[src/rtl/sdram_pipe_pkg.sv]
package sdram_pipe_pkg;

   localparam int unsigned DEF_LANES    = 4;
   localparam int unsigned DEF_LANE_W   = 8;
   localparam int unsigned DEF_MIN_LAT  = 2;
   localparam int unsigned DEF_MAX_LAT  = 3;
   localparam int unsigned DEF_MASK_DLY = 2;

   // True when a requested latency code lies in the supported window.
   function automatic logic lat_code_ok(input int unsigned code,
                                        input int unsigned lo,
                                        input int unsigned hi);
      return (code >= lo) && (code <= hi);
   endfunction

endpackage

[src/rtl/stage_chain.sv]
// Reset-to-zero shift chain; exposes stages TAP_LO..DEPTH-1 only.
module stage_chain #(
   parameter int unsigned W      = 8,
   parameter int unsigned DEPTH  = 3,
   parameter int unsigned TAP_LO = 0
) (
   input  logic                            clk,
   input  logic                            rst_n,
   input  logic [W-1:0]                    din,
   output logic [DEPTH-1:TAP_LO][W-1:0]    taps_o
);

   generate
      if (DEPTH < 1 || TAP_LO >= DEPTH) begin : g_bad_cfg
         $error("stage_chain: TAP_LO must lie below DEPTH");
      end
   endgenerate

   logic [DEPTH-1:0][W-1:0] q;

   generate
      for (genvar s = 0; s < DEPTH; s++) begin : g_stage
         if (s == 0) begin : g_head
            always_ff @(posedge clk or negedge rst_n) begin
               if (!rst_n) q[s] <= '0;
               else        q[s] <= din;
            end
         end else begin : g_body
            always_ff @(posedge clk or negedge rst_n) begin
               if (!rst_n) q[s] <= '0;
               else        q[s] <= q[s-1];
            end
         end
      end
      for (genvar t = TAP_LO; t < DEPTH; t++) begin : g_tap
         assign taps_o[t] = q[t];
      end
   endgenerate

endmodule

[src/rtl/lat_mode_reg.sv]
// Holds the active read latency; illegal codes are dropped.
module lat_mode_reg
   import sdram_pipe_pkg::*;
#(
   parameter int unsigned LAT_W   = 2,
   parameter int unsigned MIN_LAT = 2,
   parameter int unsigned MAX_LAT = 3,
   parameter int unsigned RST_LAT = 3
) (
   input  logic             clk,
   input  logic             rst_n,
   input  logic             set_i,
   input  logic [LAT_W-1:0] code_i,
   output logic [LAT_W-1:0] lat_o
);

   generate
      if (RST_LAT < MIN_LAT || RST_LAT > MAX_LAT) begin : g_bad_rst
         $error("lat_mode_reg: reset latency outside legal window");
      end
   endgenerate

   logic accept;
   assign accept = set_i && lat_code_ok(int'(code_i), MIN_LAT, MAX_LAT);

   always_ff @(posedge clk or negedge rst_n) begin
      if (!rst_n)      lat_o <= LAT_W'(RST_LAT);
      else if (accept) lat_o <= code_i;
   end

endmodule

[src/rtl/wr_mask_gate.sv]
// Zero-delay write-side byte masking.
module wr_mask_gate #(
   parameter int unsigned LANES = 4
) (
   input  logic             wr_vld_i,
   input  logic [LANES-1:0] dqm_i,
   output logic [LANES-1:0] wr_be_o
);

   generate
      for (genvar g = 0; g < LANES; g++) begin : g_lane
         assign wr_be_o[g] = wr_vld_i & ~dqm_i[g];
      end
   endgenerate

endmodule

[src/rtl/sdram_rdpipe.sv]
module sdram_rdpipe
   import sdram_pipe_pkg::*;
#(
   parameter int unsigned LANES    = DEF_LANES,
   parameter int unsigned LANE_W   = DEF_LANE_W,
   parameter int unsigned MIN_LAT  = DEF_MIN_LAT,
   parameter int unsigned MAX_LAT  = DEF_MAX_LAT,
   parameter int unsigned MASK_DLY = DEF_MASK_DLY,
   parameter int unsigned RST_LAT  = DEF_MAX_LAT,
   localparam int unsigned DATA_W  = LANES * LANE_W,
   localparam int unsigned LAT_W   = $clog2(MAX_LAT + 1)
) (
   input  logic              clk,
   input  logic              rst_n,
   input  logic              mode_set_i,
   input  logic [LAT_W-1:0]  mode_lat_i,
   input  logic              rd_vld_i,
   input  logic [DATA_W-1:0] rd_data_i,
   input  logic              term_i,
   input  logic [LANES-1:0]  dqm_i,
   input  logic              wr_vld_i,
   output logic [LANES-1:0]  wr_be_o,
   output logic [DATA_W-1:0] dq_o,
   output logic [LANES-1:0]  dq_oe_o
);

   localparam int unsigned ENT_W = DATA_W + 1;

   generate
      if (MIN_LAT < 1 || MAX_LAT < MIN_LAT) begin : g_bad_lat
         $error("sdram_rdpipe: latency window is empty");
      end
      if (MASK_DLY < 1) begin : g_bad_mask
         $error("sdram_rdpipe: mask delay must be at least one cycle");
      end
   endgenerate

   // ---------------- latency mode ----------------
   logic [LAT_W-1:0] lat_q;

   lat_mode_reg #(
      .LAT_W   (LAT_W),
      .MIN_LAT (MIN_LAT),
      .MAX_LAT (MAX_LAT),
      .RST_LAT (RST_LAT)
   ) u_mode (
      .clk    (clk),
      .rst_n  (rst_n),
      .set_i  (mode_set_i),
      .code_i (mode_lat_i),
      .lat_o  (lat_q)
   );

   // ---------------- read word chain ----------------
   logic [ENT_W-1:0]                  rd_ent;
   logic [MAX_LAT-1:MIN_LAT-1][ENT_W-1:0] rd_taps;

   assign rd_ent = {rd_vld_i & ~term_i, rd_data_i};

   stage_chain #(
      .W      (ENT_W),
      .DEPTH  (MAX_LAT),
      .TAP_LO (MIN_LAT - 1)
   ) u_rd_chain (
      .clk    (clk),
      .rst_n  (rst_n),
      .din    (rd_ent),
      .taps_o (rd_taps)
   );

   logic [ENT_W-1:0] sel_ent;

   always_comb begin
      sel_ent = '0;
      for (int l = MIN_LAT; l <= MAX_LAT; l++) begin
         if (lat_q == LAT_W'(l)) sel_ent = rd_taps[l-1];
      end
   end

   logic              sel_vld;
   logic [DATA_W-1:0] sel_dat;
   assign sel_vld = sel_ent[ENT_W-1];
   assign sel_dat = sel_ent[DATA_W-1:0];

   // ---------------- read mask delay ----------------
   logic [MASK_DLY-1:MASK_DLY-1][LANES-1:0] mask_tap;

   stage_chain #(
      .W      (LANES),
      .DEPTH  (MASK_DLY),
      .TAP_LO (MASK_DLY - 1)
   ) u_mask_chain (
      .clk    (clk),
      .rst_n  (rst_n),
      .din    (dqm_i),
      .taps_o (mask_tap)
   );

   // ---------------- lane drivers ----------------
   generate
      for (genvar g = 0; g < LANES; g++) begin : g_lane
         assign dq_oe_o[g] = sel_vld & ~mask_tap[MASK_DLY-1][g];
         assign dq_o[g*LANE_W +: LANE_W] =
            dq_oe_o[g] ? sel_dat[g*LANE_W +: LANE_W] : '0;
      end
   endgenerate

   // ---------------- write side ----------------
   wr_mask_gate #(
      .LANES (LANES)
   ) u_wr_gate (
      .wr_vld_i (wr_vld_i),
      .dqm_i    (dqm_i),
      .wr_be_o  (wr_be_o)
   );

endmodule

[config.mk]
export PLATFORM = sky130hd
export DESIGN_NAME = sdram_rdpipe
export DESIGN_NICKNAME = d
export VERILOG_FILES = /design/src/rtl/sdram_pipe_pkg.sv /design/src/rtl/stage_chain.sv /design/src/rtl/lat_mode_reg.sv /design/src/rtl/wr_mask_gate.sv /design/src/rtl/sdram_rdpipe.sv
export SDC_FILE = /design/constraint.sdc
export NUM_CORES = 1
export LEC_CHECK = 0
export CAP_MARGIN = 20
export CORE_MARGIN = 2
export CORE_UTILIZATION = 51
export CTS_CLUSTER_DIAMETER = 40
export DETAILED_ROUTE_END_ITERATION = 8
export PLACE_DENSITY = 0.85
export SLEW_MARGIN = 20
export SYNTH_ARGS = -nofsm -noshare
export SYNTH_HDL_FRONTEND = slang
export SYNTH_HIERARCHICAL = 1
export SYNTH_SLANG_ARGS = --single-unit
[constraint.sdc]
create_clock -name clk -period 1.9 [get_ports clk]
set_input_delay 0.475 -clock clk [delete_from_list [all_inputs] [get_ports clk]]
set_output_delay 0.475 -clock clk [all_outputs]
set_load 0.01 [all_outputs]
==> flow_summary.ini, run 1 <==
[run_status]
status = finished, violations left
violations = setup timing

[sta]
rsz0062_at_grt = yes
max_freq_mhz = 444
min_period_ns = 2.25
setup_slack_ns = -0.352
finalHoldViolations = 0
setup_viol = 36
slew_headroom = 0.809
drv_slew = 0
finalCritPeriodShare = 1.19
finalClockSkew_ns = 0.00938
worstMarginPinSlew_ns = 0.287

[routing]
drcViolationCount = 0
antenna_left = 0
drtIter0Drc = 71
totalWireLength_microns = 6780
wl_per_cell_microns = 16.1
avgViaCountPerCell = 4.58
vias = 1932
drt-pass1-iter-count = 6

[yosys]
ys_seq_area_frac = 0.671
synth_warnings = 6
ys_ff_latch = 109
synth_fp_nets = 315
synth.cell_area_sq_um = 4070
synth_compound_area_frac = 0
synthMuxAreaShare = 0.0879
syn_inst = 271
synthXorXnorAreaFrac = 0
synth_cell_types = 16
avgSynthCellArea_sq_um = 15.0
synthSimpleGateAreaFrac = 0.0938
synth_fa_ha_area_frac = 0
synth_top_family_by_area = buffers and inverters

[power]
cellPowerDensity_nw_per_um2 = 913
p_leak_nw = 2.27
ir_drop_mv = 0.554

[setup_path]
path_class = reg2out
critPathMaxStageDelay_ns = 0.61
arrival_ns = 1.78
startpoint_type = flip-flop
cpMostUsedCell = buf_6
cp_cell_sequence = mux2i_4 -> buf_6 -> buf_6 -> nor3_2 -> buf_2
path_max_fanout = 7
cp.required_ns = 1.42
critPathSlowestCell = dfstp_2
end_kind = output port

[die]
start_util = 0.527
dieArea_sq_um = 8710
io_pins = 84
core_sq_um = 7730
die_h_microns = 93.3
rows = 32
die_w_microns = 93.3

[place]
gp_congestion = 0.752
io_buffers = 83
dp.cells = 392
post-place-ws_ns = -0.329
hpwl_microns = 4340

[clocking]
clk_latency_ns = 0.36
numCtsBuffers = 9
clock-sinks = 109
clock_path_buffers = 2
cts_root_buf = clkbuf_8
path_clk_slew_ns = 0.09
cts_tree = yes
htree_levels = 3

[global_route]
grt_pass1_vias = 2120
grt.overflow.total = 0
track_usage = 0.170
grt_first_pass_wirelength_microns = 11000
antenna_found_initial = 0
grt_max_degree = 41

[final_layout]
syn2layout_area_growth_pct = 23.3
final_cell_count_no_fill = 422
fillers = 520
drive_above_1_share = 0.406
final_nets = 359
fin_util = 0.649
antenna-diode-count = 0

[hold_path]
hold_class = reg2reg

[job]
maxCapViolCount = 0
-- metrics by stage --
| step | setup TNS, ns | hold slack (ns) | total power, mW | cell area (sq um) |
|---|---|---|---|---|
| 3_5_place_dp | -8.67 | 0.335 | 3.13 | 4650 |
| 5_1_grt | -13.75 | 0.361 | 4.79 | 5020 |
| 6_report | -11.11 | 0.349 | 4.58 | 5020 |
| 3_3_place_gp | -7.50 | 0.331 | 3.11 | 4650 |
| 4_1_cts | -12.31 | 0.356 | 4.62 | 5030 |
| 2_1_floorplan | 0 | 0.179 | 2.89 | 4070 |
-- routing by layer --
layer	vias to the layer above	share of wire	GRT usage
met5	-	0	0
met4	0	0.035	0.0944
met3	22	0.053	0.0403
met2	62	0.52	0.281
met1	945	0.39	0.207
li1	903	-	-
-- placed cells by master, fill, tap and decap left out --
master,synthesis,layout
clkbuf_16,0,1
buf_4,72,9
mux2_4,1,1
clkinvlp_4,0,3
bufinv_16,0,1
nor3_4,0,5
clkdlybuf4s15_2,0,1
nand2b_1,5,5
clkdlybuf4s15_1,0,3
dlygate4sd3_1,0,1
nor2b_1,1,1
buf_6,3,7
clkinv_4,0,1
clkbuf_1,0,2
nor3_2,26,23
nor3_1,6,4
buf_16,0,1
nand2_1,1,1
nor2_1,4,4
and2b_2,4,4
dlygate4sd2_1,0,1
mux2i_4,1,5
mux2i_1,32,20
dfstp_2,2,2
buf_8,0,1
clkbuf_8,0,9
dlymetal6s2s_1,0,1
buf_2,2,36
buf_12,0,12
dfrtp_1,107,107
clkdlybuf4s50_1,0,40
mux2i_2,0,8
-- critical path, delay by kind of cell (launching register included) --
family | cells | cell delay, ns
buffers and inverters | 3 | 0.47
DFF | 1 | 0.61
muxes | 1 | 0.28
and+or+nand+nor | 1 | 0.06
-- power by group --
part / total, mW / switching [mW] / internal, mW
Clock: 1.34 / 0.732 / 0.613
Combinational: 0.746 / 0.321 / 0.425
Sequential: 2.49 / 0.0554 / 2.44
-- synthesized netlist by cell type --
master | instances | share of area
nor2_1 | 4 | 0.0037
nand2b_1 | 5 | 0.0077
nand2_1 | 1 | 0.00092
mux2i_4 | 1 | 0.0055
and2b_2 | 4 | 0.0086
mux2_4 | 1 | 0.0037
buf_6 | 3 | 0.0083
buf_2 | 2 | 0.0025
nor3_1 | 6 | 0.0074
buf_4 | 72 | 0.13
nor2b_1 | 1 | 0.0015
buf_1 | 4 | 0.0037
nor3_2 | 26 | 0.064
dfstp_2 | 2 | 0.013
mux2i_1 | 32 | 0.079
dfrtp_1 | 107 | 0.66
-- path summary, 6_finish.rpt --
check	startpoint	end	slack, ns	depth (start not counted)
worst max-delay path	u_mode/lat_o[0]	dq_o[17]	-0.35	5
max in group asynchronous	rst_n	u_mode/lat_o[1]	0.81	3
min in group asynchronous	rst_n	u_rd_chain/taps_o[26]	0.54	2
worst min-delay path	u_rd_chain/q[10]	u_rd_chain/taps_o[10]	0.35	0
worst max register to register	u_mode/lat_o[0]	u_mode/lat_o[0]	0.79	3
worst min register to register	u_rd_chain/q[10]	u_rd_chain/taps_o[10]	0.35	0
-- area by class of cell --
cell class                 instances  area (sq um)  area share
multi-input combinational         81           861       0.172
clock buffer                      11           131      0.0262
sequential                       109          2730       0.544
clock inverter                     5          61.3      0.0122
tap                              102           128      0.0254
timing repair buffer             114          1110       0.221
-- what timing repair did --
| item | 4_1_cts | 5_1_grt |
|---|---|---|
| gates resized for setup | 184 | 15 |
| hold endpoints to repair | 15 | 0 |
| cloned | 4 | 1 |
| setup buffers | 12 | 1 |
| pin swaps | 8 | 0 |
| hold buffers | 1 | 0 |
| setup endpoints to repair | 40 | 37 |
-- state kept, by name, summed over array words and instances, names as in the netlist --
signal and flops:
u_rd_chain/q 33, u_rd_chain/taps_o 66, u_mask_chain/taps_o 4, u_mask_chain/q 4, u_mode/lat_o 2
-- logic make-up (layout without fill, tap and decap cells) --
kind of cell / Yosys count / in the layout
mux: 34 / 34
flops: 109 / 109
buf+inv: 81 / 130
simple gates: 47 / 47
(Power assumes the default switching activity.)
==> run 2, diff against run 1 <==
--- a/config.mk
+++ b/config.mk
@@ -6,7 +6,7 @@
 export NUM_CORES = 1
 export LEC_CHECK = 0
 export CAP_MARGIN = 20
-export CORE_MARGIN = 2
+export CORE_MARGIN = 10
 export CORE_UTILIZATION = 51
 export CTS_CLUSTER_DIAMETER = 40
 export DETAILED_ROUTE_END_ITERATION = 8
==> constraint.sdc (replaced) <==
create_clock -name clk -period 2.3 [get_ports clk]
set_input_delay 0.575 -clock clk [delete_from_list [all_inputs] [get_ports clk]]
set_output_delay 0.575 -clock clk [all_outputs]
set_load 0.01 [all_outputs]
==> flow_summary.ini, run 2 (synthesized netlist as in run 1, its figures left out) <==
[clocking]
htree_levels = 3
clock_path_buffers = 2
numCtsBuffers = 9
path_clk_slew_ns = 0.10
clock-sinks = 109
clk_latency_ns = 0.36
cts_tree = yes
cts_root_buf = clkbuf_8

[sta]
finalCritPeriodShare = 1.01
min_period_ns = 2.32
setup_slack_ns = -0.0230
setup_viol = 14
whs_ns = 0.353
drv_slew = 0
max_freq_mhz = 430
finalHoldViolations = 0
worstMarginPinSlew_ns = 0.469
finalClockSkew_ns = 0.00610
rsz0062_at_grt = yes
slew_headroom = 0.687
setup_tns_ns = -0.131

[final_layout]
final_common_cell = dfrtp_1
drive_above_1_share = 0.403
antenna-diode-count = 0
postLayoutCellArea_sq_um = 4910
syn2layout_area_growth_pct = 20.7
fin_util = 0.635
final_nets = 352
layout_common_cells = dfrtp_1, clkdlybuf4s50_1, buf_2
largest_register_ffs = 66

[die]
io_pins = 84
rows = 32
core_sq_um = 7730
die_w_microns = 109
dieArea_sq_um = 12000
die_h_microns = 109
start_util = 0.527

[routing]
drcViolationCount = 0
drtIter0Drc = 48
avgViaCountPerCell = 4.62
totalWireLength_microns = 7260
drt-pass1-iter-count = 4
wl_per_cell_microns = 17.5
antenna_left = 0
vias = 1916

[global_route]
grt_pass1_vias = 2176
grt_max_degree = 67
grt.overflow.total = 0
antenna_found_initial = 0
grt_first_pass_wirelength_microns = 11200
track_usage = 0.122

[setup_path]
path_class = reg2out
end_kind = output port
cp_cell_sequence = buf_4 -> buf_8 -> buf_4 -> mux2i_2 -> nor3_2 -> buf_2
crit_buf_inv = 4
r2r_slack_ns = 1.26
path_max_fanout = 7
critPathSlowestCell = dfstp_2
cp.required_ns = 1.73
critPathMaxStageDelay_ns = 0.59
cp_top_family = flip-flops
arrival_ns = 1.75
cpMostUsedCell = buf_4
startpoint_type = flip-flop

[power]
ir_drop_mv = 0.481
cellPowerDensity_nw_per_um2 = 791
p_leak_nw = 2.22

[job]
maxCapViolCount = 0

[hold_path]
hold_class = reg2reg

[place]
post-place-ws_ns = -0.0706
placed_area_sq_um = 4570
hpwl_microns = 4870
gp_congestion = 0.679
io_buffers = 83

[run_status]
violations = setup timing
status = finished, violations left
## run 2: worst register-to-register path, delay by kind of cell (launching register included)
| kind | cells | cell delay [ns] |
|---|---|---|
| buffers and inverters | 2 | 0.26 |
| multiplexers | 1 | 0.14 |
| flip-flops | 1 | 0.59 |
## run 2: path summary, 6_finish.rpt
path	start	endpoint	cells past startpoint
max	u_mode/lat_o[0]	dq_o[24]	6
min	u_rd_chain/q[13]	u_rd_chain/taps_o[13]	0
max reg2reg	u_mode/lat_o[0]	u_mode/lat_o[0]	3
min reg2reg	u_rd_chain/q[13]	u_rd_chain/taps_o[13]	0
max in group asynchronous	rst_n	u_rd_chain/taps_o[12]	3
min in group asynchronous	rst_n	u_rd_chain/taps_o[28]	2
## run 2: metrics by stage
stage | power, mW | std cells
after floorplan | 2.39 | 271
after global placement | 2.55 | 388
after detailed placement | 2.56 | 388
after CTS | 3.87 | 415
after global routing | 4.04 | 415
final | 3.88 | 415
## run 2: what timing repair did
action | in CTS | in global routing
pin swaps | 13 | 5
hold buffers | 1 | 0
setup endpoints to repair | 40 | 36
gates cloned | 2 | 2
resized for setup | 160 | 31
hold endpoints to repair | 4 | 0
buffers inserted | 8 | 2
## run 2: report_power, final
part | switching (mW) | leakage (nW) | total [mW] | internal [mW]
combinational | 0.251 | 0.834 | 0.554 | 0.303
sequential | 0.0449 | 1.27 | 2.06 | 2.01
clock | 0.623 | 0.114 | 1.27 | 0.648
total | 0.919 | 2.22 | 3.88 | 2.97
## run 2: layout make-up
cell class                 count  area, sq um
tap                          102          128
fill                         572         2820
timing repair buffer         107          975
sequential                   109         2730
clock inverter                 5         82.6
clock buffer                  11          141
multi-input combinational     81          853
## run 2: per-layer routing
| layer | GRT usage | share of wire | vias up |
|---|---|---|---|
| li1 | - | - | 881 |
| met1 | 0.142 | 0.41 | 972 |
| met2 | 0.207 | 0.52 | 53 |
| met3 | 0.0339 | 0.052 | 10 |
| met4 | 0.0558 | 0.018 | 0 |
| met5 | 0 | 0 | - |
